--- src/rtl/irq_pkg.sv ---
package irq_pkg;
  localparam int unsigned LEVELS = 7;
  localparam int unsigned LVL_W  = $clog2(LEVELS + 1);
  localparam int unsigned DATA_W = 16;
  localparam int unsigned DS_W   = 2;

  typedef enum logic [1:0] {
    ST_IDLE = 2'd0,
    ST_RESP = 2'd1,
    ST_PASS = 2'd2,
    ST_DONE = 2'd3
  } ack_state_e;
endpackage

--- src/rtl/irq_line_drv.sv ---
module irq_line_drv #(
  parameter int unsigned LEVELS = irq_pkg::LEVELS,
  parameter int unsigned LVL_W  = irq_pkg::LVL_W
) (
  input  logic              clk_i,
  input  logic              rst_ni,
  input  logic [LVL_W-1:0]  level_i,
  input  logic              req_i,
  output logic [LEVELS-1:0] irq_no,
  output logic              pending_o
);
  logic [LEVELS-1:0] irq_q;

  for (genvar g = 0; g < LEVELS; g++) begin : g_line
    always_ff @(posedge clk_i or negedge rst_ni) begin
      if (!rst_ni) irq_q[g] <= 1'b1;
      else         irq_q[g] <= ~(req_i && (level_i == LVL_W'(g + 1)));
    end
  end

  assign irq_no    = irq_q;
  assign pending_o = ~&irq_q;

  // never more than one line driven
  a_r1_single_line: assert property (@(posedge clk_i) disable iff (!rst_ni)
    $onehot0(~irq_no));

  // dropped request clears every line
  a_r2_release: assert property (@(posedge clk_i) disable iff (!rst_ni)
    !req_i |=> &irq_no);
endmodule

--- src/rtl/ack_match.sv ---
module ack_match #(
  parameter int unsigned LVL_W = irq_pkg::LVL_W,
  parameter int unsigned DS_W  = irq_pkg::DS_W
) (
  input  logic             iack_ni,
  input  logic             iackin_ni,
  input  logic             as_ni,
  input  logic [DS_W-1:0]  ds_ni,
  input  logic [LVL_W-1:0] addr_i,
  input  logic [LVL_W-1:0] level_i,
  input  logic             pending_i,
  output logic             start_o,
  output logic             match_o
);
  assign start_o = !iack_ni && !iackin_ni && !as_ni && !(&ds_ni);
  assign match_o = pending_i && (level_i != '0) && (addr_i == level_i);
endmodule

--- src/rtl/ack_fsm.sv ---
module ack_fsm
  import irq_pkg::*;
#(
  parameter int unsigned DATA_W = irq_pkg::DATA_W,
  parameter int unsigned DS_W   = irq_pkg::DS_W
) (
  input  logic              clk_i,
  input  logic              rst_ni,
  input  logic              start_i,
  input  logic              match_i,
  input  logic              as_ni,
  input  logic              iackin_ni,
  input  logic [DS_W-1:0]   ds_ni,
  input  logic [DATA_W-1:0] word_i,
  output logic              iackout_no,
  output logic              piack_no,
  output logic              dtack_no,
  output logic [DATA_W-1:0] data_o,
  output logic              data_oe_o
);
  ack_state_e        state_q, state_d;
  logic [DATA_W-1:0] word_q;

  always_comb begin
    state_d = state_q;
    unique case (state_q)
      ST_IDLE: if (start_i) state_d = match_i ? ST_RESP : ST_PASS;
      ST_RESP: if (&ds_ni)  state_d = ST_DONE;
      ST_PASS: if (as_ni)   state_d = ST_IDLE;
      ST_DONE: if (as_ni)   state_d = ST_IDLE;
      default:              state_d = ST_IDLE;
    endcase
  end

  always_ff @(posedge clk_i or negedge rst_ni) begin
    if (!rst_ni) begin
      state_q <= ST_IDLE;
      word_q  <= '0;
    end else begin
      state_q <= state_d;
      if (state_q == ST_IDLE && start_i && match_i) word_q <= word_i;
    end
  end

  wire resp = (state_q == ST_RESP);

  // strobe gating releases the chain without waiting for a clock edge
  assign iackout_no = !((state_q == ST_PASS) && !as_ni && !iackin_ni);
  assign piack_no   = !resp;
  assign dtack_no   = !resp;
  assign data_oe_o  = resp;
  assign data_o     = resp ? word_q : '0;

  a_r3_ack_pair: assert property (@(posedge clk_i) disable iff (!rst_ni)
    (piack_no == dtack_no) && (data_oe_o == !dtack_no));

  a_r4_word_stable: assert property (@(posedge clk_i) disable iff (!rst_ni)
    (data_oe_o && $past(data_oe_o)) |-> $stable(data_o));

  a_r4_release: assert property (@(posedge clk_i) disable iff (!rst_ni)
    (!dtack_no && (&ds_ni)) |=> (dtack_no && !data_oe_o));

  a_r6_chain_gate: assert property (@(posedge clk_i) disable iff (!rst_ni)
    !iackout_no |-> (!as_ni && !iackin_ni && piack_no));
endmodule

--- src/rtl/irq_responder.sv ---
module irq_responder
  import irq_pkg::*;
(
  input  logic              clk_i,
  input  logic              rst_ni,
  input  logic [LVL_W-1:0]  level_i,
  input  logic              req_i,
  input  logic [DATA_W-1:0] status_id_i,
  input  logic              iack_ni,
  input  logic              iackin_ni,
  input  logic              as_ni,
  input  logic [DS_W-1:0]   ds_ni,
  input  logic [LVL_W-1:0]  addr_i,
  output logic [LEVELS-1:0] irq_no,
  output logic              iackout_no,
  output logic              piack_no,
  output logic              dtack_no,
  output logic [DATA_W-1:0] data_o,
  output logic              data_oe_o
);
  logic pending, start, match;

  irq_line_drv #(.LEVELS(LEVELS), .LVL_W(LVL_W)) u_line (
    .clk_i(clk_i), .rst_ni(rst_ni), .level_i(level_i), .req_i(req_i),
    .irq_no(irq_no), .pending_o(pending)
  );

  ack_match #(.LVL_W(LVL_W), .DS_W(DS_W)) u_match (
    .iack_ni(iack_ni), .iackin_ni(iackin_ni), .as_ni(as_ni), .ds_ni(ds_ni),
    .addr_i(addr_i), .level_i(level_i), .pending_i(pending),
    .start_o(start), .match_o(match)
  );

  ack_fsm #(.DATA_W(DATA_W), .DS_W(DS_W)) u_fsm (
    .clk_i(clk_i), .rst_ni(rst_ni), .start_i(start), .match_i(match),
    .as_ni(as_ni), .iackin_ni(iackin_ni), .ds_ni(ds_ni), .word_i(status_id_i),
    .iackout_no(iackout_no), .piack_no(piack_no), .dtack_no(dtack_no),
    .data_o(data_o), .data_oe_o(data_oe_o)
  );

  // a disabled requester never answers
  a_r7_off_silent: assert property (@(posedge clk_i) disable iff (!rst_ni)
    (level_i == '0 && $stable(level_i)) |=> (&irq_no));
endmodule

--- config.mk ---
export PLATFORM = sky130hd
export DESIGN_NAME = irq_responder
export DESIGN_NICKNAME = d
export VERILOG_FILES = /design/src/rtl/irq_pkg.sv /design/src/rtl/irq_line_drv.sv /design/src/rtl/ack_match.sv /design/src/rtl/ack_fsm.sv /design/src/rtl/irq_responder.sv
export SDC_FILE = /design/constraint.sdc
export NUM_CORES = 1
export LEC_CHECK = 0
export BUFFER_PORTS_ARGS = -buffer_cell sky130_fd_sc_hd__buf_2
export CORE_MARGIN = 2
export CORE_UTILIZATION = 30
export CTS_CLUSTER_DIAMETER = 120
export CTS_CLUSTER_SIZE = 40
export DETAILED_ROUTE_END_ITERATION = 6
export PLACE_DENSITY_LB_ADDON = 0.1
export REMOVE_ABC_BUFFERS = 1
export SYNTH_ARGS = -nofsm -noshare
export SYNTH_HDL_FRONTEND = slang
export SYNTH_SLANG_ARGS = --single-unit
--- constraint.sdc ---
create_clock -name clk_i -period 6.5 [get_ports clk_i]
set_clock_uncertainty 0.05 [all_clocks]
set_input_delay 0.325 -clock clk_i [delete_from_list [all_inputs] [get_ports clk_i]]
set_output_delay 0.325 -clock clk_i [all_outputs]
set_load 0.03 [all_outputs]
==> run_results.csv <==
group,metric,value,unit
critical_path,critPathCaptureType,"flip-flop",
clocking,cts.root.buffer_cell,"clkbuf_8",
status,status,"finished, violations left",
routing,drt_iter0_drc,6,
critical_path,slowest_stage,"nor4_4",
power,p_leak,0.7869,nW
clocking,htreeDepth,1,
logic_synthesis,synth_flop_cell,"dfrtp_1",
logic_synthesis,yosysWarnings,0,
global_route,grt_max_degree,26,
timing,finalCriticalPeriod,2437,ps
routing,drt_pre_antenna_iters,2,
critical_path,cp_max_fo,17,
logic_synthesis,ys_seq_elements,25,
timing,post-route-period-util,0.3750,
global_route,grt_use_met2,0.2045,
logic_synthesis,ys_async_sr_fraction,1.000,
hold_path,holdCritPathClass,"primary input to asynchronous set/reset pin",
finish,area_growth,31.34,%
logic_synthesis,yosys.area.top_type,"dfrtp_1",
global_route,grt_pass1_wl,3732,microns
logic_synthesis,avgSynthCellArea,12.50,sq um
clocking,clk_pin_slew,90,ps
logic_synthesis,syn_area,0.001150,sq mm
critical_path,start_kind,"flip-flop",
timing,whs,-23.04,ps
timing,finalSetupViolCount,0,
critical_path,max_stage_delay,860,ps
routing,wl,2305,microns
clocking,cts_buffer_depth,2,
clocking,cts_buffers,3,
routing,dr_total_vias,869,
routing,via_per_inst,4.434,
timing,max_slew_margin,0.3104,
finish,fin_nets,179,
finish,fillers,385,
logic_synthesis,yosysSeqAreaShare,0.5517,
critical_path,path_cells,"or4_4, nor4_4, mux2_2",
power,p_switching,0.1385,mW
power,p_clk_frac,0.230,
routing,postRouteAntennaNets,0,
logic_synthesis,yosys.area.top_type_share,0.3917,
logic_synthesis,synth_edf_count,0,
placed_design,dp_cells,192,
clocking,cts_tree,"yes",
finish,final-seq-area,634.4,sq um
finish,layout-drive-gt1-share,0.5811,
floorplan,ios,57,
global_route,grt_remaining_overflow,0,
global_route,busiest_layer,"met2",
clocking,cts_num_sinks,25,
timing,hold_viol_final,18,
clocking,cts-hold-fix-buffers,0,
global_route,grt_use_total,0.1133,
power,power,0.3976,mW
logic_synthesis,synth_area_leaders,"dfrtp_1, dfstp_2, mux2_2",
placed_design,io_buffers,56,
clocking,clock_latency,270,ps
clocking,cts_resized,0,
timing,slew_violations,0,
floorplan,coreArea,0.003661,sq mm
global_route,grt_pass1_vias,855,
routing,post-route-drc-count,0,
logic_synthesis,synthCells,92,
global_route,grt_antenna_before_repair,0,
power,vdd_drop_max,0.07210,mV
floorplan,die_height,65.91,microns
routing,wire_per_inst,11.76,microns
critical_path,required,6610,ps
critical_path,crit_type,"flip-flop to flip-flop",
global_route,grt.met3_usage,0.01874,
status,violations,"hold timing",
finish,multi_input_area,481.7,sq um
finish,fin_cells,196,
power,p_int,0.2591,mW
critical_path,crit_buf_inv,0,
power,pwr-share-seq,0.470,
job,cap_violations,0,
power,power.density,263.3,mW/mm^2
floorplan,start_util,0.3141,
timing,tightest_slew,1027,ps
logic_synthesis,synth_cell_type_count,26,
global_route,grt.met1_usage,0.1282,
timing,finalSetupTns,0,ps
power,combinationalPowerShare,0.300,
critical_path,critical_path.top_delay_family,"simple AND/OR/NAND/NOR gates",
critical_path,arrival,2540,ps
placed_design,place_congestion,0.7026,
clocking,cts_setup_buffers,0,
power,swShare,0.3484,
floorplan,die_area,0.004344,sq mm
timing,rsz0062_at_grt,"no",
floorplan,num_rows,22,
timing,max_freq,410.3,MHz
finish,num_antenna_cells,0,
floorplan,die_w,65.91,microns
-- placed cells by master (no fill, tap or decap), drive strengths merged, types with 2 or more instances in the layout --
cell type	n
buf	56
dfrtp	18
and2	16
mux2	16
dfstp	7
nand3	5
nor2b	3
nand2	3
clkbuf	3
nor2	2
nand4	2
xor2	2
inv	2
-- path summary, 6_finish.rpt --
kind,start,depth (start not counted),slack [ps],to
max,u_fsm.state_q[1],3,4060,u_fsm.word_q[4]
min,rst_ni,1,-20,u_fsm.word_q[2]
max reg2reg,u_fsm.state_q[1],3,4060,u_fsm.word_q[4]
min reg2reg,u_fsm.word_q[10],1,450,u_fsm.word_q[10]
max in group asynchronous,rst_ni,1,6050,u_line.irq_no[4]
min in group clk_i,req_i,2,210,u_line.irq_no[1]
-- Yosys cell counts, types with 2 or more instances --
cell,instances
nand2_1,3
nand3_1,5
dfrtp_1,18
dfstp_2,7
and2_1,16
nor2_1,2
mux2_2,16
nand4_1,2
clkbuf_1,2
inv_1,2
xor2_1,2
nor2b_1,3
-- flip-flops by register name, summed over array words and instances, names as in the netlist --
signal / flops
u_fsm.state_q: 2
u_line.irq_no: 7
u_fsm.word_q: 16
-- metal layers --
layer / wire length [microns] / vias up
met5: 0 / -
met4: 28 / 0
met3: 168 / 4
met2: 1136 / 34
met1: 972 / 397
li1: - / 434
-- kinds of logic (layout without fill, tap and decap cells) --
logic type / after synthesis / in the layout / share of synthesized area
compound gates: 8 / 8 / 0.05115
mux: 16 / 16 / 0.1567
flops: 25 / 25 / 0.5517
simple gates: 35 / 35 / 0.1959
buf+inv: 6 / 62 / 0.02939
xor+xnor: 2 / 2 / 0.01524
-- layout make-up --
cell class	count	area share
repair buffers	56	0.1856
multi-input cells	61	0.3190
inverters	2	0.004971
clock inverters	1	0.003314
clock buffers	3	0.02734
flip-flops and latches	25	0.4200
well taps	48	0.03977
-- worst register-to-register path, delay by kind of cell, from the launching register on --
| family | cells | cell delay, ps |
|---|---|---|
| flops | 1 | 430 |
| simple gates | 2 | 1430 |
| mux | 1 | 420 |
-- power groups by stage --
stage	clock network (mW)	logic, mW	registers, mW
final	0.0915	0.119	0.187
after global routing	0.102	0.131	0.190
after CTS	0.0947	0.122	0.187
after detailed placement	0	0.122	0.190
after global placement	0	0.121	0.190
after floorplan	0	0.0785	0.189
-- through the flow --
stage	utilization	hold slack, ps	instance area (sq um)	worst slack, ps
after floorplan	-	-20.59	1124	4292
after global placement	0.3999	297.1	1464	3871
after detailed placement	0.3999	296.2	1464	3862
after CTS	0.4125	0.3660	1510	4020
after global routing	0.4125	12.06	1510	3887
final	0.4125	-23.04	1510	4063
Power figures use the tool's default switching activity.
